`src/rtl/ring_pkg.sv`:
```
// Shared types and constants for the descriptor ring engine.
package ring_pkg;
    // Per-ring processing phases
    typedef enum logic [2:0] {
        CH_IDLE,
        CH_RD0,
        CH_RD1,
        CH_XFER,
        CH_WB0,
        CH_WB1
    } ch_state_e;

    // Memory port owner held by the arbiter until the access completes
    typedef enum logic [1:0] {
        OWN_NONE,
        OWN_RX,
        OWN_TX
    } mem_owner_e;

    localparam int          OWN_BIT    = 7;
    localparam logic [1:0]  SEL_BASE   = 2'd0;
    localparam logic [1:0]  SEL_SIZE   = 2'd1;
    localparam logic [1:0]  SEL_PROMPT = 2'd2;
endpackage

```
`src/rtl/ring_regs.sv`:
```
// Configuration registers: ring base, per-ring size code, prompt strobe.
// Assumes: single write strobe with selector; size codes are one of the
// thermometer values, the wrap mask is formed directly from the code.
module ring_regs import ring_pkg::*; #(
    parameter int BASE_W = 14,
    parameter int CODE_W = 4,
    parameter int REG_W  = 16,
    localparam int IDX_W = CODE_W + 2
) (
    input  logic              clk,
    input  logic              rst_n,
    input  logic              reg_wr,
    input  logic [1:0]        reg_sel,
    input  logic [REG_W-1:0]  reg_wdata,
    output logic [BASE_W-1:0] base_o,
    output logic [REG_W-1:0]  size_o,
    output logic [IDX_W-1:0]  rx_mask,
    output logic [IDX_W-1:0]  tx_mask,
    output logic              prompt_o
);
    logic [BASE_W-1:0] base_q;
    logic [CODE_W-1:0] rx_code_q, tx_code_q;

    // Register writes for base and size codes
    always_ff @(posedge clk) begin
        if (!rst_n) begin
            base_q    <= '0;
            rx_code_q <= '0;
            tx_code_q <= '0;
        end else if (reg_wr) begin
            if (reg_sel == SEL_BASE) base_q <= reg_wdata[BASE_W-1:0];
            if (reg_sel == SEL_SIZE) begin
                tx_code_q <= reg_wdata[REG_W-1 -: CODE_W];
                rx_code_q <= reg_wdata[REG_W-CODE_W-1 -: CODE_W];
            end
        end
    end

    // Readback, wrap masks and prompt decode
    always_comb begin
        base_o   = base_q;
        size_o   = {tx_code_q, rx_code_q, {(REG_W-2*CODE_W){1'b0}}};
        rx_mask  = {rx_code_q, 2'b11};
        tx_mask  = {tx_code_q, 2'b11};
        prompt_o = reg_wr && (reg_sel == SEL_PROMPT);
    end
endmodule

```
`src/rtl/ring_chan.sv`:
```
// One ring walker: fetches a descriptor (two word reads), checks
// ownership, hands the buffer to the data path, writes back count and
// status, advances the index modulo the ring size and fetches again.
// Assumes: memory request held until a one-cycle ack; done arrives
// only after start.
module ring_chan import ring_pkg::*; #(
    parameter int IDX_W    = 6,
    parameter int CNT_W    = 12,
    parameter int PAGE_W   = 8,
    parameter int BASE_W   = 14,
    parameter int BADDR_W  = 24,
    parameter int DW       = 32,
    parameter bit RING_SEL = 1'b0,
    localparam int STAT_W  = 7,
    localparam int BYTE_W  = 8,
    localparam int AW      = PAGE_W + BASE_W + 1 + IDX_W + 3
) (
    input  logic               clk,
    input  logic               rst_n,
    input  logic               master_en,
    input  logic               prompt,
    input  logic [PAGE_W-1:0]  page_i,
    input  logic [BASE_W-1:0]  base_i,
    input  logic [IDX_W-1:0]   mask_i,
    output logic [IDX_W-1:0]   idx_o,
    output logic               mreq,
    output logic               mwe,
    output logic [AW-1:0]      maddr,
    output logic [DW-1:0]      mwdata,
    output logic [3:0]         mbe,
    input  logic               mack,
    input  logic [DW-1:0]      mrdata,
    output logic               start_o,
    output logic [PAGE_W+BADDR_W-1:0] buf_addr_o,
    output logic [CNT_W-1:0]   len_o,
    output logic [BYTE_W-1:0]  ctl_o,
    input  logic               done_i,
    input  logic [CNT_W-1:0]   done_cnt_i,
    input  logic [STAT_W-1:0]  done_stat_i,
    output logic               pkt_done_o
);
    ch_state_e          state;
    logic [IDX_W-1:0]   idx_q;
    logic [CNT_W-1:0]   c_cnt, r_cnt;
    logic [BADDR_W-1:0] c_addr;
    logic [BYTE_W-1:0]  c_stat;
    logic [STAT_W-1:0]  r_stat;
    logic               start_q, pkt_q;
    logic               unused_rd;

    assign unused_rd = ^mrdata[15:CNT_W];

    // Descriptor walk state machine with cached descriptor
    always_ff @(posedge clk) begin
        if (!rst_n || !master_en) begin
            state   <= CH_IDLE;
            idx_q   <= '0;
            c_cnt   <= '0;
            c_addr  <= '0;
            c_stat  <= '0;
            r_cnt   <= '0;
            r_stat  <= '0;
            start_q <= 1'b0;
            pkt_q   <= 1'b0;
        end else begin
            start_q <= 1'b0;
            pkt_q   <= 1'b0;
            case (state)
                CH_IDLE: if (prompt) state <= CH_RD0;
                CH_RD0: if (mack) begin
                    c_cnt <= mrdata[CNT_W-1:0];
                    state <= CH_RD1;
                end
                CH_RD1: if (mack) begin
                    c_addr <= mrdata[BADDR_W-1:0];
                    c_stat <= mrdata[DW-1 -: BYTE_W];
                    if (mrdata[BADDR_W+OWN_BIT]) begin
                        state   <= CH_XFER;
                        start_q <= 1'b1;
                    end else begin
                        state <= CH_IDLE;
                    end
                end
                CH_XFER: if (done_i) begin
                    r_cnt  <= done_cnt_i;
                    r_stat <= done_stat_i;
                    state  <= CH_WB0;
                end
                CH_WB0: if (mack) state <= CH_WB1;
                CH_WB1: if (mack) begin
                    pkt_q <= 1'b1;
                    idx_q <= (idx_q + IDX_W'(1)) & mask_i;
                    state <= CH_RD0;
                end
                default: state <= CH_IDLE;
            endcase
        end
    end

    // Memory request formation for the current phase
    always_comb begin
        mreq   = (state == CH_RD0) || (state == CH_RD1) ||
                 (state == CH_WB0) || (state == CH_WB1);
        mwe    = (state == CH_WB0) || (state == CH_WB1);
        maddr  = {page_i, base_i, RING_SEL, idx_q,
                  (state == CH_RD1) || (state == CH_WB1), 2'b00};
        mwdata = '0;
        mbe    = 4'b0000;
        if (state == CH_WB0) begin
            mwdata = DW'(r_cnt);
            mbe    = 4'b0011;
        end else if (state == CH_WB1) begin
            mwdata = {1'b0, r_stat, {BADDR_W{1'b0}}};
            mbe    = 4'b1000;
        end
    end

    // Data path handoff and readback
    always_comb begin
        idx_o      = idx_q;
        start_o    = start_q;
        buf_addr_o = {page_i, c_addr};
        len_o      = c_cnt;
        ctl_o      = c_stat;
        pkt_done_o = pkt_q;
    end


    start_pulse_chk: assert property (@(posedge clk) disable iff (!rst_n)
        start_o |=> !start_o);


    not_owned_chk: assert property (@(posedge clk) disable iff (!rst_n || !master_en)
        (state == CH_RD1 && mack && !mrdata[DW-1]) |=> (!start_o && state == CH_IDLE));


    refetch_chk: assert property (@(posedge clk) disable iff (!rst_n)
        pkt_done_o |-> (mreq && !mwe && !maddr[2]));


    master_off_chk: assert property (@(posedge clk) disable iff (!rst_n)
        !master_en |=> (idx_o == '0 && !mreq && !start_o));
endmodule

```
`src/rtl/ring_mem_arb.sv`:
```
// Two-requester arbiter for the single memory port. Receive wins when
// both request from idle; the winner keeps the port until its ack.
// Assumes: each requester holds its request steady until acked.
module ring_mem_arb import ring_pkg::*; #(
    parameter int AW = 32,
    parameter int DW = 32
) (
    input  logic                  clk,
    input  logic                  rst_n,
    input  logic                  master_en,
    input  logic [1:0]            c_req,
    input  logic [1:0]            c_we,
    input  logic [1:0][AW-1:0]    c_addr,
    input  logic [1:0][DW-1:0]    c_wdata,
    input  logic [1:0][3:0]       c_be,
    output logic [1:0]            c_ack,
    output logic                  mem_req,
    output logic                  mem_we,
    output logic [AW-1:0]         mem_addr,
    output logic [DW-1:0]         mem_wdata,
    output logic [3:0]            mem_be,
    input  logic                  mem_ack
);
    mem_owner_e owner;
    logic       pick_tx;

    // Select current requester: held owner first, else receive priority
    always_comb begin
        pick_tx   = (owner == OWN_TX) || (owner == OWN_NONE && !c_req[0] && c_req[1]);
        mem_req   = c_req[pick_tx];
        mem_we    = c_we[pick_tx];
        mem_addr  = c_addr[pick_tx];
        mem_wdata = c_wdata[pick_tx];
        mem_be    = c_be[pick_tx];
        c_ack     = {mem_ack && pick_tx, mem_ack && !pick_tx};
    end

    // Hold ownership while an access is outstanding
    always_ff @(posedge clk) begin
        if (!rst_n || !master_en || mem_ack) owner <= OWN_NONE;
        else if (mem_req)                    owner <= pick_tx ? OWN_TX : OWN_RX;
    end


    req_hold_chk: assert property (@(posedge clk) disable iff (!rst_n || !master_en)
        (mem_req && !mem_ack) |=> (mem_req && $stable(mem_addr) && $stable(mem_wdata)));
endmodule

```
`src/rtl/desc_ring_engine.sv`:
```
// Top of the descriptor ring engine: registers, two ring walkers
// (receive = ring 0, transmit = ring 1) and the memory arbiter.
// Assumes: size codes are changed only while master_en is low.
module desc_ring_engine import ring_pkg::*; #(
    parameter int IDX_W  = 6,
    parameter int CNT_W  = 12,
    parameter int PAGE_W = 8,
    parameter int BASE_W = 14,
    parameter int REG_W  = 16,
    parameter int DW     = 32,
    localparam int AW    = PAGE_W + BASE_W + IDX_W + 4,
    localparam int NRING = 2
) (
    input  logic              clk,
    input  logic              rst_n,
    input  logic              master_en,
    input  logic [PAGE_W-1:0] page_i,
    input  logic              reg_wr,
    input  logic [1:0]        reg_sel,
    input  logic [REG_W-1:0]  reg_wdata,
    output logic [BASE_W-1:0] ring_base_o,
    output logic [REG_W-1:0]  ring_size_o,
    output logic [REG_W-1:0]  ring_ptr_o,
    output logic              mem_req,
    output logic              mem_we,
    output logic [AW-1:0]     mem_addr,
    output logic [DW-1:0]     mem_wdata,
    output logic [3:0]        mem_be,
    input  logic              mem_ack,
    input  logic [DW-1:0]     mem_rdata,
    output logic              rx_start,
    output logic [AW-1:0]     rx_buf_addr,
    output logic [CNT_W-1:0]  rx_len,
    output logic [7:0]        rx_ctl,
    input  logic              rx_done,
    input  logic [CNT_W-1:0]  rx_done_cnt,
    input  logic [6:0]        rx_done_stat,
    output logic              rx_pkt_done,
    output logic              tx_start,
    output logic [AW-1:0]     tx_buf_addr,
    output logic [CNT_W-1:0]  tx_len,
    output logic [7:0]        tx_ctl,
    input  logic              tx_done,
    input  logic [CNT_W-1:0]  tx_done_cnt,
    input  logic [6:0]        tx_done_stat,
    output logic              tx_pkt_done
);
    localparam int HALF_W = REG_W / 2;

    logic [IDX_W-1:0]              mask [NRING];
    logic [IDX_W-1:0]              idx  [NRING];
    logic                          prompt;
    logic [NRING-1:0]              c_req, c_we, c_ack, st, dn, pk;
    logic [NRING-1:0][AW-1:0]      c_addr, baddr;
    logic [NRING-1:0][DW-1:0]      c_wdata;
    logic [NRING-1:0][3:0]         c_be;
    logic [NRING-1:0][CNT_W-1:0]   len, dcnt;
    logic [NRING-1:0][7:0]         ctl;
    logic [NRING-1:0][6:0]         dstat;

    ring_regs #(.BASE_W(BASE_W), .CODE_W(IDX_W-2), .REG_W(REG_W)) u_regs (
        .clk(clk), .rst_n(rst_n), .reg_wr(reg_wr), .reg_sel(reg_sel),
        .reg_wdata(reg_wdata), .base_o(ring_base_o), .size_o(ring_size_o),
        .rx_mask(mask[0]), .tx_mask(mask[1]), .prompt_o(prompt)
    );

    genvar g;
    generate
        for (g = 0; g < NRING; g++) begin : g_ring
            ring_chan #(
                .IDX_W(IDX_W), .CNT_W(CNT_W), .PAGE_W(PAGE_W), .BASE_W(BASE_W),
                .BADDR_W(AW-PAGE_W), .DW(DW), .RING_SEL(g == 1)
            ) u_chan (
                .clk(clk), .rst_n(rst_n), .master_en(master_en), .prompt(prompt),
                .page_i(page_i), .base_i(ring_base_o), .mask_i(mask[g]),
                .idx_o(idx[g]), .mreq(c_req[g]), .mwe(c_we[g]), .maddr(c_addr[g]),
                .mwdata(c_wdata[g]), .mbe(c_be[g]), .mack(c_ack[g]), .mrdata(mem_rdata),
                .start_o(st[g]), .buf_addr_o(baddr[g]), .len_o(len[g]), .ctl_o(ctl[g]),
                .done_i(dn[g]), .done_cnt_i(dcnt[g]), .done_stat_i(dstat[g]),
                .pkt_done_o(pk[g])
            );
        end
    endgenerate

    ring_mem_arb #(.AW(AW), .DW(DW)) u_arb (
        .clk(clk), .rst_n(rst_n), .master_en(master_en),
        .c_req(c_req), .c_we(c_we), .c_addr(c_addr), .c_wdata(c_wdata), .c_be(c_be),
        .c_ack(c_ack), .mem_req(mem_req), .mem_we(mem_we), .mem_addr(mem_addr),
        .mem_wdata(mem_wdata), .mem_be(mem_be), .mem_ack(mem_ack)
    );

    // Flatten per-ring signals onto the named ports
    always_comb begin
        ring_ptr_o = {(HALF_W-IDX_W)'(0), idx[1], (HALF_W-IDX_W)'(0), idx[0]};
        rx_start = st[0];  rx_buf_addr = baddr[0];  rx_len = len[0];  rx_ctl = ctl[0];
        tx_start = st[1];  tx_buf_addr = baddr[1];  tx_len = len[1];  tx_ctl = ctl[1];
        rx_pkt_done = pk[0];
        tx_pkt_done = pk[1];
        dn    = {tx_done, rx_done};
        dcnt  = {tx_done_cnt, rx_done_cnt};
        dstat = {tx_done_stat, rx_done_stat};
    end
endmodule

```
`config.mk`:
```
export PLATFORM = sky130hd
export DESIGN_NAME = desc_ring_engine
export DESIGN_NICKNAME = d
export VERILOG_FILES = /design/src/rtl/ring_pkg.sv /design/src/rtl/ring_regs.sv /design/src/rtl/ring_chan.sv /design/src/rtl/ring_mem_arb.sv /design/src/rtl/desc_ring_engine.sv
export SDC_FILE = /design/constraint.sdc
export NUM_CORES = 1
export LEC_CHECK = 0
export ABC_AREA = 1
export BUFFER_PORTS_ARGS = -buffer_cell sky130_fd_sc_hd__buf_2
export CAP_MARGIN = 30
export CORE_AREA = 3 3 128 130
export DETAILED_ROUTE_END_ITERATION = 8
export DIE_AREA = 0 0 131 133
export PLACE_DENSITY_LB_ADDON = 0.08
export SYNTH_ARGS = -nofsm -noshare
export SYNTH_HDL_FRONTEND = slang
export SYNTH_SLANG_ARGS = --single-unit
```
`constraint.sdc`:
```
create_clock -name clk -period 4.9 [get_ports clk]
set_input_delay 0.735 -clock clk [delete_from_list [all_inputs] [get_ports clk]]
set_output_delay 0.735 -clock clk [all_outputs]
set_load 0.1 [all_outputs]
```
==> impl_metrics.toml <==
[run_status]
status = "finished, final reports clean"

[floorplanning]
dieHeight_um = 133
ios = 327
core.rowCount = 45
core_mm2 = 0.0153
initial_core_util_pct = 47.7
fp.dieW_um = 131
design.die.area_mm2 = 0.0174

[synthesis]
yosysWarnings = 0
netlist-cell-type-count = 32
synth-seq-area-share_pct = 47.3
avgSynthCellArea_um2 = 7.54
syn_inst = 966
synth_seq_cells = 172
synth_area_mm2 = 0.00728

[power_and_ir_drop]
p_per_area_mw_per_mm2 = 381
power.total_mw = 3.35
ir_worst_vdd_mv = 0.235
leakage_nw = 4.02

[sta]
setup_tns_ns = 0
timing.hold.ws_ns = 0.454
hold_viol = 0
fmax_mhz = 274
tightest_slew_ns = 0.932
setup_viol = 0
slew_headroom_pct = 37.7
rsz0062_at_grt = "false"
fin_crit_ns = 3.65
skew_ns = 0.0105
min_period_over_period_pct = 74.5
slew_viol_final = 0

[worst_setup_path]
r2r-end = "g_ring[1].u_chan.ctl_o[7]$_SDFFE_PP0P_"
crit_required_ns = 4.16
r2r_slack_ns = 2.39
startpoint = "g_ring[0].u_chan.state[2]$_SDFFE_PP0P_"
r2r-start = "g_ring[0].u_chan.state[2]$_SDFFE_PP0P_"
critPathKind = "register to primary output"
r2r_cells = 10
critPathArrivalTime_ns = 2.92
critPathCaptureType = "primary output"
cp_max_fo = 39
critPathLaunchType = "register"

[global_route]
grt_max_degree = 58
grt_antenna_before_repair = 0
grt_pass1_vias = 6206
grt_pass1_wl_um = 31200
track_usage_pct = 22.3
grt_remaining_overflow = 0

[clocking]
h-tree-depth = 4
cts_tree = "done"
clkLatencyLatePin_ns = 0.42
clockBufferDepth = 2
cts.clk_slew.worst_paths_ns = 0.06
cts_resized = 0
cts_buffers = 17
postCtsSetupBuffers = 0
cts.sinks = 172
cts_hold_buffers = 0
cts-root-buf = "clkbuf_16"

[layout]
nNetsFinal = 1267
ff_latch_area_mm2 = 0.00344
fin_util_pct = 57.7
instances_no_fill = 1386
area_growth_syn_to_layout_pct = 20.8
antennaDiodeCount = 0
n_fill_cell = 1505
drive_gt1_share_pct = 27.6
multi_input_area_mm2 = 0.00286

[route]
drc = 0
drt_iter0_drc = 341
via_count = 6790
drt_wl_total_um = 20100
firstDrtPassIters = 4
drtAntennaViolNets = 0
via_per_inst = 4.90
wl_per_cell_um = 14.5

[worst_hold_path]
min_from = "g_ring[0].u_chan.r_cnt[10]$_SDFFE_PP0P_"
min_to = "g_ring[0].u_chan.r_cnt[10]$_SDFFE_PP0P_"
hp-class = "register to register"
whs_path_depth = 2

[placed_design]
gp_congestion = 0.861
dp_cells = 1354
portBuffers = 266
dp_hpwl_um = 14100

[run]
drv_cap = 0
[cells in the final DEF, fill, tap and decap left out, types with 19 or more instances in the layout]
cell	instances
buf_2	266
dfxtp_1	172
nor2_1	157
nand2_1	126
o21ai_0	121
a21oi_1	104
inv_1	68
conb_1	28
nand4_1	20
o22ai_1	19
[cells in the mapped netlist, drive strengths merged]
| library cell | count | area [µm²] |
|---|---|---|
| xnor2 | 1 | 8.76 |
| clkbuf | 31 | 118 |
| and3 | 3 | 18.8 |
| o22ai | 19 | 119 |
| buf | 93 | 692 |
| dfxtp | 172 | 3440 |
| nand4 | 20 | 125 |
| o211ai | 1 | 7.51 |
| nand2 | 133 | 519 |
| a31oi | 2 | 12.5 |
| a21oi | 105 | 529 |
| nor2 | 160 | 613 |
| clkinv | 1 | 3.75 |
| conb | 1 | 3.75 |
| nor3 | 8 | 40.0 |
| inv | 71 | 267 |
| nand3 | 18 | 105 |
| nand3b | 1 | 7.51 |
| a22oi | 1 | 7.51 |
| o21ai | 121 | 606 |
| or2 | 2 | 12.5 |
| ha | 2 | 25.0 |
[kinds of logic after synthesis]
group	share of synthesized area [%]
buffers and inverters	14.8
and+or+nand+nor	19.8
DFF	47.3
adders and majority gates	0.344
xor gates and xnor gates	0.120
other	0.0515
AOI/OAI and AO/OA	17.6
[critical path, cell delays in order, from the launching register on]
cell and delay (ns):
dfxtp_1 0.46, clkinv_1 0.12, nand3_2 0.11, nand2_1 0.10
nor2_2 0.10, nand2_2 0.09, nand2_4 0.35, nand2_1 0.40
o22ai_1 0.31, buf_2 0.46
[worst max-delay path by stage]
stage / slack, ns / end / cells past startpoint
after CTS: 1.27 / mem_wdata[28] / 9
after global routing: 1.03 / mem_wdata[26] / 9
after detailed placement: 1.75 / mem_wdata[28] / 9
final: 1.25 / mem_wdata[26] / 9
after global placement: 1.82 / mem_wdata[30] / 9
after floorplan: 0.89 / mem_addr[3] / 2
[metal layers]
layer	wire length (µm)	track usage (%)
met5	0	0
met4	512	8.46
met3	1400	6.30
met2	9430	36.0
met1	8740	28.0
[through the flow]
step                instance area (µm²)  setup WS (ns)
floorplan                          7380          0.885
global placement                   8220           1.82
detailed placement                 8250           1.75
CTS                                8800           1.27
global route                       8800           1.03
finish                             8800           1.25
[registers in the layout, indices dropped and copies added, names as in the netlist]
signal                    flops
g_ring.u_chan.c_addr         48
g_ring.u_chan.ctl_o          16
g_ring.u_chan.idx_o          12
g_ring.u_chan.len_o          24
g_ring.u_chan.pkt_done_o      2
g_ring.u_chan.r_cnt          24
g_ring.u_chan.r_stat         14
g_ring.u_chan.start_o         2
g_ring.u_chan.state           6
u_arb.owner                   2
u_regs.base_o                14
u_regs.rx_code_q              4
u_regs.tx_code_q              4
[final cells by class]
class                   instances  area share (%)
flip-flops and latches        172            39.1
multi-input cells             625            32.6
repair buffers                274            16.0
clock buffers                  18            4.88
inverters                      72            3.07
well taps                     211            3.00
clock inverters                14            1.37
[power by group]
group | total (mW) | internal (mW) | leakage, nW | switching [mW]
sequential | 1.44 | 1.42 | 1.39 | 0.0183
clock | 1.26 | 0.698 | 0.262 | 0.558
combinational | 0.657 | 0.106 | 2.37 | 0.551
total | 3.35 | 2.23 | 4.02 | 1.13
Note: power is estimated with default switching activity, not from simulation.
